## config.mk

```make
export PLATFORM = sky130hd
export DESIGN_NAME = cbrt_fd_unit
export DESIGN_NICKNAME = d
export VERILOG_FILES = /design/src/rtl/cbrt_pkg.sv /design/src/rtl/cbrt_diff_gen.sv /design/src/rtl/cbrt_ctrl.sv /design/src/rtl/cbrt_fd_unit.sv
export SDC_FILE = /design/constraint.sdc
export NUM_CORES = 1
export LEC_CHECK = 0
export ABC_AREA = 1
export CAP_MARGIN = 10
export CORE_MARGIN = 3
export CORE_UTILIZATION = 32
export DETAILED_ROUTE_END_ITERATION = 8
export DONT_BUFFER_PORTS = 1
export PLACE_DENSITY = 0.52
export SYNTH_ARGS = -nofsm -noshare
export SYNTH_HDL_FRONTEND = slang
export SYNTH_SLANG_ARGS = --single-unit
```

## constraint.sdc

```tcl
create_clock -name clk -period 4.9 [get_ports clk]
set_clock_uncertainty 0.2 [all_clocks]
set_input_delay 0.735 -clock clk [delete_from_list [all_inputs] [get_ports clk]]
set_output_delay 0.735 -clock clk [all_outputs]
set_load 0.03 [all_outputs]
```

## src/rtl/cbrt_pkg.sv

```systemverilog
package cbrt_pkg;
    typedef enum logic [0:0] {PH_IDLE = 1'b0, PH_RUN = 1'b1} phase_e;

    function automatic int unsigned root_bits(input int unsigned w);
        return (w + 2) / 3;
    endfunction
endpackage

```

## src/rtl/cbrt_diff_gen.sv

```systemverilog
module cbrt_diff_gen #(
    parameter int unsigned RW  = 11,
    parameter int unsigned D1W = 2 * RW + 3,
    parameter int unsigned D2W = RW + 4
) (
    input  logic           clk,
    input  logic           rst_n,
    input  logic           load,
    input  logic           advance,
    output logic [D1W-1:0] gap,
    output logic [D2W-1:0] slope
);
    typedef struct packed {
        logic [D1W-1:0] gap;
        logic [D2W-1:0] slope;
    } acc_t;

    acc_t acc_d, acc_q;
    logic [D1W-1:0] gap_base;
    logic [D2W-1:0] slope_base;

    always_comb begin
        gap_base   = load ? D1W'(1) : acc_q.gap;
        slope_base = load ? D2W'(6) : acc_q.slope;
        acc_d.gap   = gap_base;
        acc_d.slope = slope_base;
        if (advance) begin
            acc_d.gap   = gap_base + D1W'(slope_base);
            acc_d.slope = slope_base + D2W'(6);
        end
    end

    always_ff @(posedge clk or negedge rst_n) begin
        if (!rst_n) begin
            acc_q.gap   <= D1W'(1);
            acc_q.slope <= D2W'(6);
        end else begin
            acc_q <= acc_d;
        end
    end

    assign gap   = acc_q.gap;
    assign slope = acc_q.slope;

    p_no_overflow_r9: assert property (@(posedge clk) disable iff (!rst_n)
        !acc_q.gap[D1W-1] && !acc_q.slope[D2W-1]);
endmodule

```

## src/rtl/cbrt_ctrl.sv

```systemverilog
module cbrt_ctrl
    import cbrt_pkg::*;
#(
    parameter int unsigned W   = 32,
    parameter int unsigned RW  = 11,
    parameter int unsigned D1W = 2 * RW + 3
) (
    input  logic           clk,
    input  logic           rst_n,
    input  logic           start,
    input  logic [W-1:0]   operand,
    input  logic [D1W-1:0] gap,
    output logic           load,
    output logic           advance,
    output logic           busy,
    output logic           done,
    output logic [RW-1:0]  count,
    output logic [RW-1:0]  result
);
    localparam int unsigned CW = (W > D1W) ? W : D1W;

    typedef struct packed {
        phase_e        phase;
        logic [W-1:0]  rem;
        logic [RW-1:0] count;
        logic [RW-1:0] result;
        logic          done;
    } ctl_t;

    ctl_t s_d, s_q;
    logic [CW-1:0] rem_w, gap_w, diff_w;

    always_comb begin
        rem_w   = CW'(s_q.rem);
        gap_w   = CW'(gap);
        diff_w  = rem_w - gap_w;
        s_d      = s_q;
        s_d.done = 1'b0;
        load     = 1'b0;
        advance  = 1'b0;
        case (s_q.phase)
            PH_IDLE: begin
                if (start) begin
                    load = 1'b1;
                    if (operand != '0) begin
                        advance   = 1'b1;
                        s_d.rem   = operand - W'(1);
                        s_d.count = RW'(1);
                        s_d.phase = PH_RUN;
                    end else begin
                        s_d.count  = '0;
                        s_d.result = '0;
                        s_d.done   = 1'b1;
                    end
                end
            end
            default: begin
                if (rem_w >= gap_w) begin
                    advance   = 1'b1;
                    s_d.rem   = W'(diff_w);
                    s_d.count = s_q.count + RW'(1);
                end else begin
                    s_d.result = s_q.count;
                    s_d.done   = 1'b1;
                    s_d.phase  = PH_IDLE;
                end
            end
        endcase
    end

    always_ff @(posedge clk or negedge rst_n) begin
        if (!rst_n) begin
            s_q.phase  <= PH_IDLE;
            s_q.rem    <= '0;
            s_q.count  <= '0;
            s_q.result <= '0;
            s_q.done   <= 1'b0;
        end else begin
            s_q <= s_d;
        end
    end

    assign busy   = (s_q.phase == PH_RUN);
    assign done   = s_q.done;
    assign count  = s_q.count;
    assign result = s_q.result;

    p_busy_done_excl_r6: assert property (@(posedge clk) disable iff (!rst_n)
        !(busy && done));
    p_done_pulse_r6: assert property (@(posedge clk) disable iff (!rst_n)
        done && !start |=> !done);
    p_root_hold_r8: assert property (@(posedge clk) disable iff (!rst_n)
        !done |-> $stable(result));
    p_busy_keeps_going_r7: assert property (@(posedge clk) disable iff (!rst_n)
        busy && start |=> (busy && count == $past(count) + RW'(1)) || done);
endmodule

```

## src/rtl/cbrt_fd_unit.sv

```systemverilog
module cbrt_fd_unit
    import cbrt_pkg::*;
#(
    parameter int unsigned W   = 32,
    parameter int unsigned RW  = root_bits(W),
    parameter int unsigned D1W = 2 * RW + 3,
    parameter int unsigned D2W = RW + 4
) (
    input  logic          clk,
    input  logic          rst_n,
    input  logic          start,
    input  logic [W-1:0]  operand,
    output logic          busy,
    output logic          done,
    output logic [RW-1:0] root
);
    logic           load, advance;
    logic [D1W-1:0] gap;
    logic [D2W-1:0] slope;
    logic [RW-1:0]  count;

    cbrt_ctrl #(.W(W), .RW(RW), .D1W(D1W)) u_ctrl (
        .clk     (clk),
        .rst_n   (rst_n),
        .start   (start),
        .operand (operand),
        .gap     (gap),
        .load    (load),
        .advance (advance),
        .busy    (busy),
        .done    (done),
        .count   (count),
        .result  (root)
    );

    cbrt_diff_gen #(.RW(RW), .D1W(D1W), .D2W(D2W)) u_diff (
        .clk     (clk),
        .rst_n   (rst_n),
        .load    (load),
        .advance (advance),
        .gap     (gap),
        .slope   (slope)
    );

    p_slope_tracks_count_r3: assert property (@(posedge clk) disable iff (!rst_n)
        busy |-> (32'(slope) == 32'd6 * (32'(count) + 32'd1)));
    p_gap_tracks_count_r3: assert property (@(posedge clk) disable iff (!rst_n)
        busy |-> (64'(gap) == 64'd3 * 64'(count) * 64'(count) + 64'd3 * 64'(count) + 64'd1));
endmodule

```

* Word-level counts from Yosys, hierarchy flattened *
Cells that the tools add are included.

storage, ports and cells
  bits of input ports = 35
  logic and storage cells = 38
  output and inout bits = 13
  register bits = 96

cells by class
  add/sub/neg operators = 5
  muxes and demuxes = 16
  order comparisons = 1
  reduce and logical (&&, ||, !) cells = 6
  equal/unequal tests = 3

operators with widths
  kind                                                   count
  2-to-1 mux 56 bit                                      2
  2-to-1 mux 43 bit                                      1
  2-to-1 mux 40 bit                                      1
  2-to-1 mux 33 bit                                      1
  >= comparator 32 x 25 -> 1 bit                         1
  nonzero test 32 bit                                    1
  subtractor 32 x 1 -> 32 bit, second input constant     1
  subtractor 32 x 25 -> 32 bit                           1
  adder 25 x 15 -> 25 bit                                1
  2-to-1 mux 25 bit                                      1
  2-to-1 mux 12 bit                                      2
  adder 15 x 3 -> 15 bit, second input constant          1
  2-to-1 mux 15 bit                                      1
  adder 11 x 1 -> 11 bit, second input constant          1
  2-to-1 mux 1 bit                                       7
  AND reduction 3 bit                                    2
  inequality test 2 bit, second input constant           2
  nonzero test 2 bit                                     2
  inequality test 2 x 1 -> 1 bit, second input constant  1
  AND reduction 2 bit                                    1

* Logic depth before layout (Yosys ltp) *
Gate-level depths: netlist of run 1.

  depth in word-level cells = 5
  gate-level depth with buffers = 21
  depth with buffers taken out = 18

* By module *
Synthesis of run 1 repeated with hierarchy kept, for this count alone.

second synthesis, totals
  cells, all modules = 1466
  area, all modules = 9087.5 um^2

by module, submodules not included
  module         times used  cells each  seq. area each (um^2)  area each (um^2)
  cbrt_ctrl      1           994         1401.3                 5834.3
  cbrt_diff_gen  1           472         1004.7                 3253.1

* Worst setup path before layout of run 1 *
Ideal clock, no wire load.

  path type = register to register
  from = reg u_ctrl.s_q, in the netlist u_ctrl.busy
  to = reg u_diff.gap[20] (netlist name)
  arrival time = 2.899 ns
  period minus slack after synthesis = 3.216 ns
  stages on the path, launching flop included = 20
  library setup time = 0.118 ns
  slack = 1.684 ns
  path buffers = 3
  cells stage by stage = dfrtp_1 buf_6 inv_4 nand2_8 inv_2 buf_4 clkbuf_1 nor2_1 ha_1 fa_1 nand3_1 nand3_1 nand2_1 nor2_1 nor2_1 nor2_2 nand2_1 nand3_1 nand4_1 nand2_1

RTL lines
  item             RTL line         RTL
  start, declared  cbrt_ctrl.sv:30  ctl_t s_d, s_q;

* Worst setup path in the final report of run 1 *
  from = reg u_ctrl.s_q, in the netlist u_ctrl.rem_w[0]
  to = reg u_ctrl.s_q, in the netlist u_ctrl.rem_w[17]

on the way
  longest elaborated chain between the ends = 3
  elaborated cells between the ends (all ways) = 6

RTL lines
  item                                                                            RTL line
  >= comparator 32 x 25 -> 1 bit or subtractor 32 x 25 -> 32 bit (tied branches)  cbrt_ctrl.sv:58, cbrt_ctrl.sv:36
  inequality test 2 bit (no line) or 2-to-1 mux 43 bit (tied branches)            -
  AND reduction 3 bit (no line) or 2-to-1 mux 56 bit (tied branches)              -

Parallel ways exist; a longest one is shown, timed or not. The select of a mux whose other input is x is not followed.
A chain may end at the register's enable or synchronous reset.

==> qor.yml, run 1 <==
ant_nets: 0
io_pins: 48
irDropWorstVdd_mv: 0.1453
seq_area_frac_synth_pct: 27.70
busiest_layer: "met2"
synth.most_common_cell: "nand2_1"
worstPathRequired_ns: 4.95
nFillCells: 2872
gp_congestion: 0.9627
avgSynthCellArea_um2: 6.334
io_buffers: 0
worstPathMaxFanout: 35
fp.dieH_um: 170.7
cellLeakagePower_uw: 0.004686
area_growth_syn_to_layout_pct: 6.685
rows: 59
cts_setup_buffers: 0
die_area_mm2: 0.02915
yosys.area.top_type_share_pct: 26.80
place_hpwl_um: 21170
cts_tree: "built"
yosysTopAreaCell: "dfrtp_1"
setup_tns_ns: 0
cts_hold_buffers: 1
drt_iter0_markers: 628
grt_pass1_wl_um: 43700
power_density_mw_per_mm2: 170.7
dr.pass1.iters: 5
track_usage_pct: 19.05
ys_async_sr_fraction_pct: 100.0
hold_viol: 0
use_met1_pct: 26.13
synth_ff_type: "dfrtp_1"
startpoint_type: "flip-flop"
vias: 8578
drive_above_1_share_pct: 5.874
cts-root-buf: "clkbuf_16"
netlist_top_cells_count: "438 x nand2_1, 188 x inv_1, 145 x nor2_1"
met3_usage_pct: 1.802
drcViolationCount: 0
clk-insertion-delay-late_ns: 0.36
r2r_start: "u_ctrl.rem_w[0]"
htreeDepth: 3
synth_edf_count: 0
synth_fp_nets: 1448
grt_pass1_vias: 8083
holdWs_ns: 0.02179
antenna_found_initial: 0
min_path_type: "in -> async"
syn_area_mm2: 0.008685
status: "completed"
slew_violations: 0
cp_data_arrival_time_ns: 3.69
clkSinkCount: 96
path_common_cell: "nand2_2"
reg2reg_slack_ns: 1.26
crit_family: "simple AND/OR/NAND/NOR gates"
slowest_stage: "nand2_2"
max_freq_mhz: 274.7
antenna_cells: 0
start_util_pct: 32.95
relSlewSlack_pct: 52.62
grt_setup_unrepaired: "no"
end_kind: "flip-flop"
synthCells: 1371
core_mm2: 0.02635
postCtsResizedCells: 0
grt-ovfl-total: 0
maxCapViolCount: 0
finalCriticalPeriod_ns: 3.641
routed_wirelength_um: 27670
nets: 1434
grt_max_degree: 94
cts_buffers: 9
period_share_pct: 74.30
worstReg2RegEnd: "u_ctrl.rem_w[17]"
routedWlPerCell_um: 16.31
ys_ff_latch: 96
chipWidth_um: 170.7
crit_chain: "inv_1 > ha_1 > fa_1 > inv_1 > nand2_1 > nand2_1 > nand3_1 > nand2_2 > nand2_2 > nand3_1 > nand2_2 > nand3_2 > nand2_2 > buf_12 > a21oi_1 > nand2_1"
yosysUniqueCellTypes: 48
synth.area.top_cells: "dfrtp_1 27%, nand2_1 19%, inv_1 8.1%"
cp.buffers_inverters: 3
vias_per_cell: 5.055
tightest_slew_ns: 0.7083
ys_warn_count: 0
grt_use_met2_pct: 32.09
max_stage_delay_ns: 0.53
setup_viol: 0
path_class: "reg -> reg"
cp.depth: 16
clockBufferDepth: 2
clk_pin_slew_worst_paths_ns: 0.08
rr_worst_depth: 16
## placed cells by master (no fill, tap or decap), types with 16 or more instances in the layout
cell / instances
a21oi_1: 52
dfrtp_1: 93
ha_1: 40
inv_1: 188
nand2_1: 438
nand3_1: 119
nand4_1: 22
nor2_1: 145
nor3_1: 16
o21ai_0: 55
xnor2_1: 18
xor2_1: 30
## worst reg2reg max path: stages, from the launching register on
cell,delay [ns]
dfrtp_1,0.36
inv_1,0.05
ha_1,0.24
fa_1,0.38
inv_1,0.14
nand2_1,0.07
nand2_1,0.10
nand3_1,0.09
nand2_2,0.14
nand2_2,0.07
nand3_1,0.11
nand2_2,0.11
nand3_2,0.33
nand2_2,0.53
buf_12,0.37
a21oi_1,0.16
nand2_1,0.07
## logic make-up (layout without fill, tap and decap cells)
| family | after synthesis | after routing | synth area share [%] |
|---|---|---|---|
| simple gates | 810 | 810 | 40.93 |
| buf+inv | 223 | 214 | 10.69 |
| compound gates | 152 | 152 | 9.610 |
| flops | 96 | 96 | 27.70 |
| xor+xnor | 48 | 48 | 4.841 |
| fa+ha+maj | 42 | 42 | 6.224 |
## worst max-delay path by stage
stage | startpoint | end | slack, ns
2_1_floorplan | u_ctrl.busy | u_diff.gap[20] | 1.68
3_3_place_gp | start | u_diff.gap[20] | 1.35
3_5_place_dp | start | u_diff.gap[24] | 1.32
4_1_cts | u_ctrl.rem_w[0] | u_ctrl.rem_w[17] | 1.31
5_1_grt | u_ctrl.rem_w[0] | u_ctrl.rem_w[16] | 1.02
6_report | u_ctrl.rem_w[0] | u_ctrl.rem_w[17] | 1.26
## through the flow
step	total power, uW	worst slack [ns]	instance area, um^2	instances	utilization, %
after global routing	1635	1.021	9265	1697	35.16
after floorplan	832.4	1.684	8685	1371	-
after CTS	1600	1.313	9255	1696	35.12
after detailed placement	839.2	1.319	8934	1679	33.90
after global placement	839.2	1.346	8934	1679	33.90
final	1582	1.259	9265	1697	35.16
## power by group
part | internal, uW | total [uW] | leakage [uW] | switching, uW
registers | 791 | 791 | 0.00110 | 0
clock network | 362 | 738 | 0.000146 | 376
logic | 15.1 | 51.9 | 0.00344 | 36.8
## sequential cells by signal, summed over array words and instances (netlist names)
| register | count |
|---|---|
| u_diff.gap | 25 |
| u_diff.slope | 15 |
| u_ctrl.busy | 1 |
| u_ctrl.count | 11 |
| u_ctrl.done | 1 |
| u_ctrl.rem_w | 32 |
| u_ctrl.result | 11 |
## final cells by class
type,count,area (um^2),area share (%)
repair buffers,4,65.06,0.7022
well taps,335,419.2,4.524
clock buffers,9,225.2,2.431
multi-input cells,1052,5350,57.74
flip-flops and latches,96,2406,25.97
inverters,194,730.7,7.887
clock inverters,7,68.82,0.7427
## per-layer routing
layer	share of wire (%)	up-vias	routed length [um]
met1	46	3978	12850
met2	47	220	13080
li1	-	4346	-
met4	2.1	0	588
met5	0	-	0
met3	4.2	34	1152
(Power assumes the default switching activity.)
==> inputs of run 2 (changes only) <==
--- a/config.mk
+++ b/config.mk
@@ -11,7 +11,7 @@
 export CORE_UTILIZATION = 32
 export DETAILED_ROUTE_END_ITERATION = 8
 export DONT_BUFFER_PORTS = 1
-export PLACE_DENSITY = 0.52
+export PLACE_DENSITY = 0.53
 export SYNTH_ARGS = -nofsm -noshare
 export SYNTH_HDL_FRONTEND = slang
 export SYNTH_SLANG_ARGS = --single-unit
==> constraint.sdc (replaced) <==
create_clock -name clk -period 3 [get_ports clk]
set_clock_uncertainty 0.2 [all_clocks]
set_input_delay 0.45 -clock clk [delete_from_list [all_inputs] [get_ports clk]]
set_output_delay 0.45 -clock clk [all_outputs]
set_load 0.03 [all_outputs]
==> qor.yml, run 2 (same netlist as run 1, synthesis figures left out) <==
cts_tree: "built"
grt_max_degree: 97
nets: 1463
post_dp_cell_area_mm2: 0.009130
cts_buffers: 9
fp.dieH_um: 170.7
core_mm2: 0.02635
routedWlPerCell_um: 16.23
crit_chain: "inv_1 > ha_1 > a21oi_1 > nand2_1 > a21oi_1 > nand3_1 > nand2_2 > nand2_4 > nand2_8 > buf_6 > nand2_4 > nand2_1 > o21ai_0"
final_common_cell: "nand2_1"
clkSinkCount: 96
rows: 59
gp_congestion: 0.9173
startpoint_type: "flip-flop"
slew_violations: 0
drt_iter0_markers: 552
io_buffers: 0
drcViolationCount: 0
slowest_stage: "dfrtp_1"
ant_nets: 0
worstPathRequired_ns: 3.04
hold_viol: 0
finalCriticalPeriod_ns: 2.781
chipWidth_um: 170.7
path_class: "reg -> reg"
irDropWorstVdd_mv: 0.3647
clk_pin_slew_worst_paths_ns: 0.08
area_growth_syn_to_layout_pct: 9.912
drive_above_1_share_pct: 7.980
relSlewSlack_pct: 61.02
die_area_mm2: 0.02915
setup_tns_ns: 0
most-common-layout-cells: "438 x nand2_1, 188 x inv_1, 145 x nor2_1, 118 x nand3_1, 92 x dfrtp_1"
cellLeakagePower_uw: 0.004836
grt_setup_unrepaired: "no"
power_density_mw_per_mm2: 272.0
clockBufferDepth: 2
antenna_found_initial: 0
dr.pass1.iters: 5
cts-root-buf: "clkbuf_16"
setup_viol: 0
vias_per_cell: 4.900
worstPathMaxFanout: 18
fin_util_pct: 36.22
track_usage_pct: 19.50
grt-ovfl-total: 0
maxCapViolCount: 0
period_share_pct: 92.71
htreeDepth: 3
antenna_cells: 0
tightest_slew_ns: 0.5786
start_util_pct: 32.95
largest_reg_flops: 32
max_freq_mhz: 359.5
final_area_mm2: 0.009545
vias: 8458
status: "completed"
max_stage_delay_ns: 0.37
routed_wirelength_um: 28020
grt_pass1_vias: 8312
end_kind: "flip-flop"
place_hpwl_um: 22250
cp_data_arrival_time_ns: 2.83
grt_pass1_wl_um: 44680
clk-insertion-delay-late_ns: 0.36
io_pins: 48
min_path_type: "in -> reg"
[run 2: changes by cell type in the layout (fill, tap and decap cells not counted), moves of 2 or more]
| cell | before | now |
|---|---|---|
| buf_12 | 1 | 3 |
| inv_8 | 3 | 0 |
| buf_4 | 1 | 25 |
| clkinv_8 | 0 | 3 |
| buf_6 | 0 | 2 |
| nand2_4 | 2 | 4 |
[run 2: power breakdown]
part | internal (uW) | switching (uW)
Combinational | 26.0 | 59.7
Sequential | 1290 | 0
Clock | 596 | 622
[run 2: worst max-delay path, delay by kind of cell (launching register included)]
family	cells	cell delay, ns
adder cells (fa/ha/maj)	1	0.33
flip-flops	1	0.37
AO/OA/AOI/OAI	3	0.53
AND/OR/NAND/NOR	7	0.79
buffers and inverters	2	0.43
[run 2: cell type report]
cell class	instances	area, um^2
Fill cell	2902	16810
Multi-Input combinational cell	1053	5371
Sequential cell	96	2407
Inverter	194	730.7
Tap cell	335	419.2
Timing Repair Buffer	32	307.8
Clock buffer	9	225.2
Clock inverter	7	83.83
[run 2: path summary, 6_finish.rpt]
check                                   end  slack, ns        startpoint  depth (start not counted)
max                         u_ctrl.count[0]       0.22    u_diff.gap[11]                         13
min                         u_ctrl.rem_w[0]       0.06        operand[0]                          1
max reg2reg                 u_ctrl.count[0]       0.22    u_diff.gap[11]                         13
min reg2reg                u_ctrl.rem_w[20]       0.29  u_ctrl.rem_w[20]                          2
max in group asynchronous       u_ctrl.busy       1.70             rst_n                          2
min in group asynchronous  u_ctrl.rem_w[27]       0.45             rst_n                          2
[run 2: metrics by stage]
stage	total power [uW]	setup slack, ns	hold WS (ns)	instances
detailed placement	1372	0.1346	-0.04001	1701
finish	2596	0.2186	0.05634	1726
global route	2692	0.01838	0.04467	1726
floorplan	1360	0.01090	-0.04559	1371
global placement	1373	0.1119	-0.04012	1701
CTS	2640	0.1237	0.04163	1719
[run 2: repair_timing]
item / 4_1_cts / 5_1_grt
setup endpoints to repair: 0 / 31
gates resized for setup: 0 / 3
setup buffers: 0 / 6
hold buffers: 2 / 0
hold endpoints to repair: 96 / 0
[run 2: per-layer routing]
| metal | vias up | GRT usage, % | share of wire (%) |
|---|---|---|---|
| li1 | 4401 | - | - |
| met1 | 3914 | 26.50 | 48 |
| met2 | 116 | 32.78 | 47 |
| met3 | 27 | 2.796 | 3.0 |
| met4 | 0 | 4.691 | 2.2 |
| met5 | - | 0 | 0 |
==> inputs of run 3 (changes only) <==
--- a/config.mk
+++ b/config.mk
@@ -6,12 +6,13 @@
 export NUM_CORES = 1
 export LEC_CHECK = 0
 export ABC_AREA = 1
+export BUFFER_PORTS_ARGS = -buffer_cell sky130_fd_sc_hd__buf_4
 export CAP_MARGIN = 10
 export CORE_MARGIN = 3
 export CORE_UTILIZATION = 32
 export DETAILED_ROUTE_END_ITERATION = 8
-export DONT_BUFFER_PORTS = 1
-export PLACE_DENSITY = 0.53
+export PLACE_DENSITY = 0.55
+export SLEW_MARGIN = 20
 export SYNTH_ARGS = -nofsm -noshare
 export SYNTH_HDL_FRONTEND = slang
 export SYNTH_SLANG_ARGS = --single-unit
==> qor.yml, run 3 (same netlist as run 1, synthesis figures left out) <==
finalCriticalPeriod_ns: 2.805
cellLeakagePower_uw: 0.005060
core_mm2: 0.02635
grt_use_met2_pct: 32.85
clk-insertion-delay-late_ns: 0.37
start_util_pct: 32.95
hold_viol: 0
tightest_slew_ns: 0.5455
period_share_pct: 93.49
met3_usage_pct: 2.403
io_buffers: 47
final_common_cell: "nand2_1"
path_class: "reg -> reg"
maxCapViolCount: 0
path_common_cell: "nand2_1"
grt_pass1_vias: 8528
crit_family: "simple AND/OR/NAND/NOR gates"
drcViolationCount: 0
antenna_cells: 0
cts-root-buf: "clkbuf_16"
rows: 59
setup_tns_ns: 0
most-common-layout-cells: "438 x nand2_1, 188 x inv_1, 145 x nor2_1, 118 x nand3_1, 92 x dfrtp_1"
relSlewSlack_pct: 63.25
largest_reg_flops: 32
combinationalPowerShare_pct: 5.3
clkSinkCount: 96
ant_nets: 0
dr.pass1.iters: 5
use_met1_pct: 25.85
vias_per_cell: 4.919
end_kind: "flip-flop"
setup_viol: 0
cp_data_arrival_time_ns: 2.85
irDropWorstVdd_mv: 0.1932
worstPathMaxFanout: 12
max_freq_mhz: 356.6
slew_violations: 0
seq_power_share_pct: 47.3
worstPathRequired_ns: 3.04
cts_setup_buffers: 0
clockBufferDepth: 2
drive_above_1_share_pct: 11.19
chipWidth_um: 170.7
io_pins: 48
place_hpwl_um: 22010
status: "completed"
min_path_type: "in -> reg"
htreeDepth: 3
vias: 8726
clk_pin_slew_worst_paths_ns: 0.08
antenna_found_initial: 1
cts_tree: "built"
nets: 1511
startpoint_type: "flip-flop"
post-place-ws_ns: 0.08593
busiest_layer: "met2"
p_sw_uw: 713.4
slowest_stage: "dfrtp_1"
die_area_mm2: 0.02915
grt_setup_unrepaired: "no"
sw_frac_of_total_pct: 26.11
drt_iter0_markers: 666
cp.buffers_inverters: 3
grt_max_degree: 41
cts_buffers: 9
clockPowerShare_pct: 47.4
routed_wirelength_um: 27740
power_density_mw_per_mm2: 275.9
fp.dieH_um: 170.7
crit_chain: "inv_1 > ha_1 > nand2_1 > inv_1 > nand2_1 > nand2_1 > nand2_1 > nand3_1 > a21oi_2 > nand2_4 > nand2_8 > buf_4 > nand2_2 > nand2_1 > o21ai_0"
max_stage_delay_ns: 0.37
grt-ovfl-total: 0
p_int_uw: 2019
grt_pass1_wl_um: 44630
track_usage_pct: 19.24
setup_slack_ns: 0.1953
routedWlPerCell_um: 15.64
gp_congestion: 0.9553
area_growth_syn_to_layout_pct: 14.06
## run 3: cell types whose count changed in the layout (fill, tap and decap cells not counted), moves of 2 or more
cell,change
inv_6,-2
inv_8,+2
clkinv_8,-2
buf_4,+49
## run 3: power by group through the flow
stage | sequential [uW] | clock (uW) | combinational, uW
after global placement | 1320 | 0 | 144
after floorplan | 1320 | 0 | 40.7
after CTS | 1290 | 1320 | 146
final | 1290 | 1300 | 144
after global routing | 1290 | 1360 | 158
after detailed placement | 1320 | 0 | 144
## run 3: what timing repair did
action                     CTS  global route
setup endpoints to repair    0            16
gates resized for setup      0             3
hold endpoints to repair    33             0
hold buffers                 1             0
## run 3: path summary, 6_finish.rpt
kind | start | endpoint | slack [ns] | cells after the start
max reg2reg | u_diff.gap[18] | u_ctrl.count[0] | 0.20 | 15
max in group asynchronous | rst_n | u_diff.gap[0] | 1.40 | 3
min in group asynchronous | rst_n | u_ctrl.rem_w[31] | 0.41 | 2
max | u_diff.gap[18] | u_ctrl.count[0] | 0.20 | 15
min reg2reg | u_ctrl.rem_w[14] | u_ctrl.rem_w[14] | 0.29 | 2
min | operand[0] | u_ctrl.rem_w[0] | 0.17 | 2
## run 3: cell type report
type,count,area [um^2]
clock buffer,9,225.2
clock inverter,7,93.84
fill,2879,16450
inverter,194,730.7
multi-input combinational,1053,5373
sequential,96,2407
tap,335,419.2
timing repair buffer,80,656.9
## run 3: stage by stage
| stage | hold slack [ns] | power [uW] | cells | area, um^2 | util (%) |
|---|---|---|---|---|---|
| finish | 0.1651 | 2733 | 1774 | 9906 | 37.59 |
| global placement | 0.2638 | 1463 | 1756 | 9555 | 36.26 |
| CTS | 0.1634 | 2760 | 1773 | 9884 | 37.51 |
| detailed placement | 0.2684 | 1463 | 1756 | 9555 | 36.26 |
| floorplan | -0.04559 | 1360 | 1371 | 8695 | - |
| global route | 0.1792 | 2810 | 1774 | 9906 | 37.59 |
## run 3: worst reg2reg max path: cells and delay by family, from the launching register on
family,cells,cell delay (ns)
AOI/OAI and AO/OA,2,0.33
adders and majority gates,1,0.33
buffers and inverters,3,0.44
DFF,1,0.37
and+or+nand+nor,9,1.00
## run 3: routing by layer
metal  up-vias  wire (um)  part of all wire [%]
li1       4502          -                     -
met1      4026      13080                    47
met2       157      13160                    47
met3        39        980                   3.5
met4         2        505                   1.8
met5         -         13                 0.047
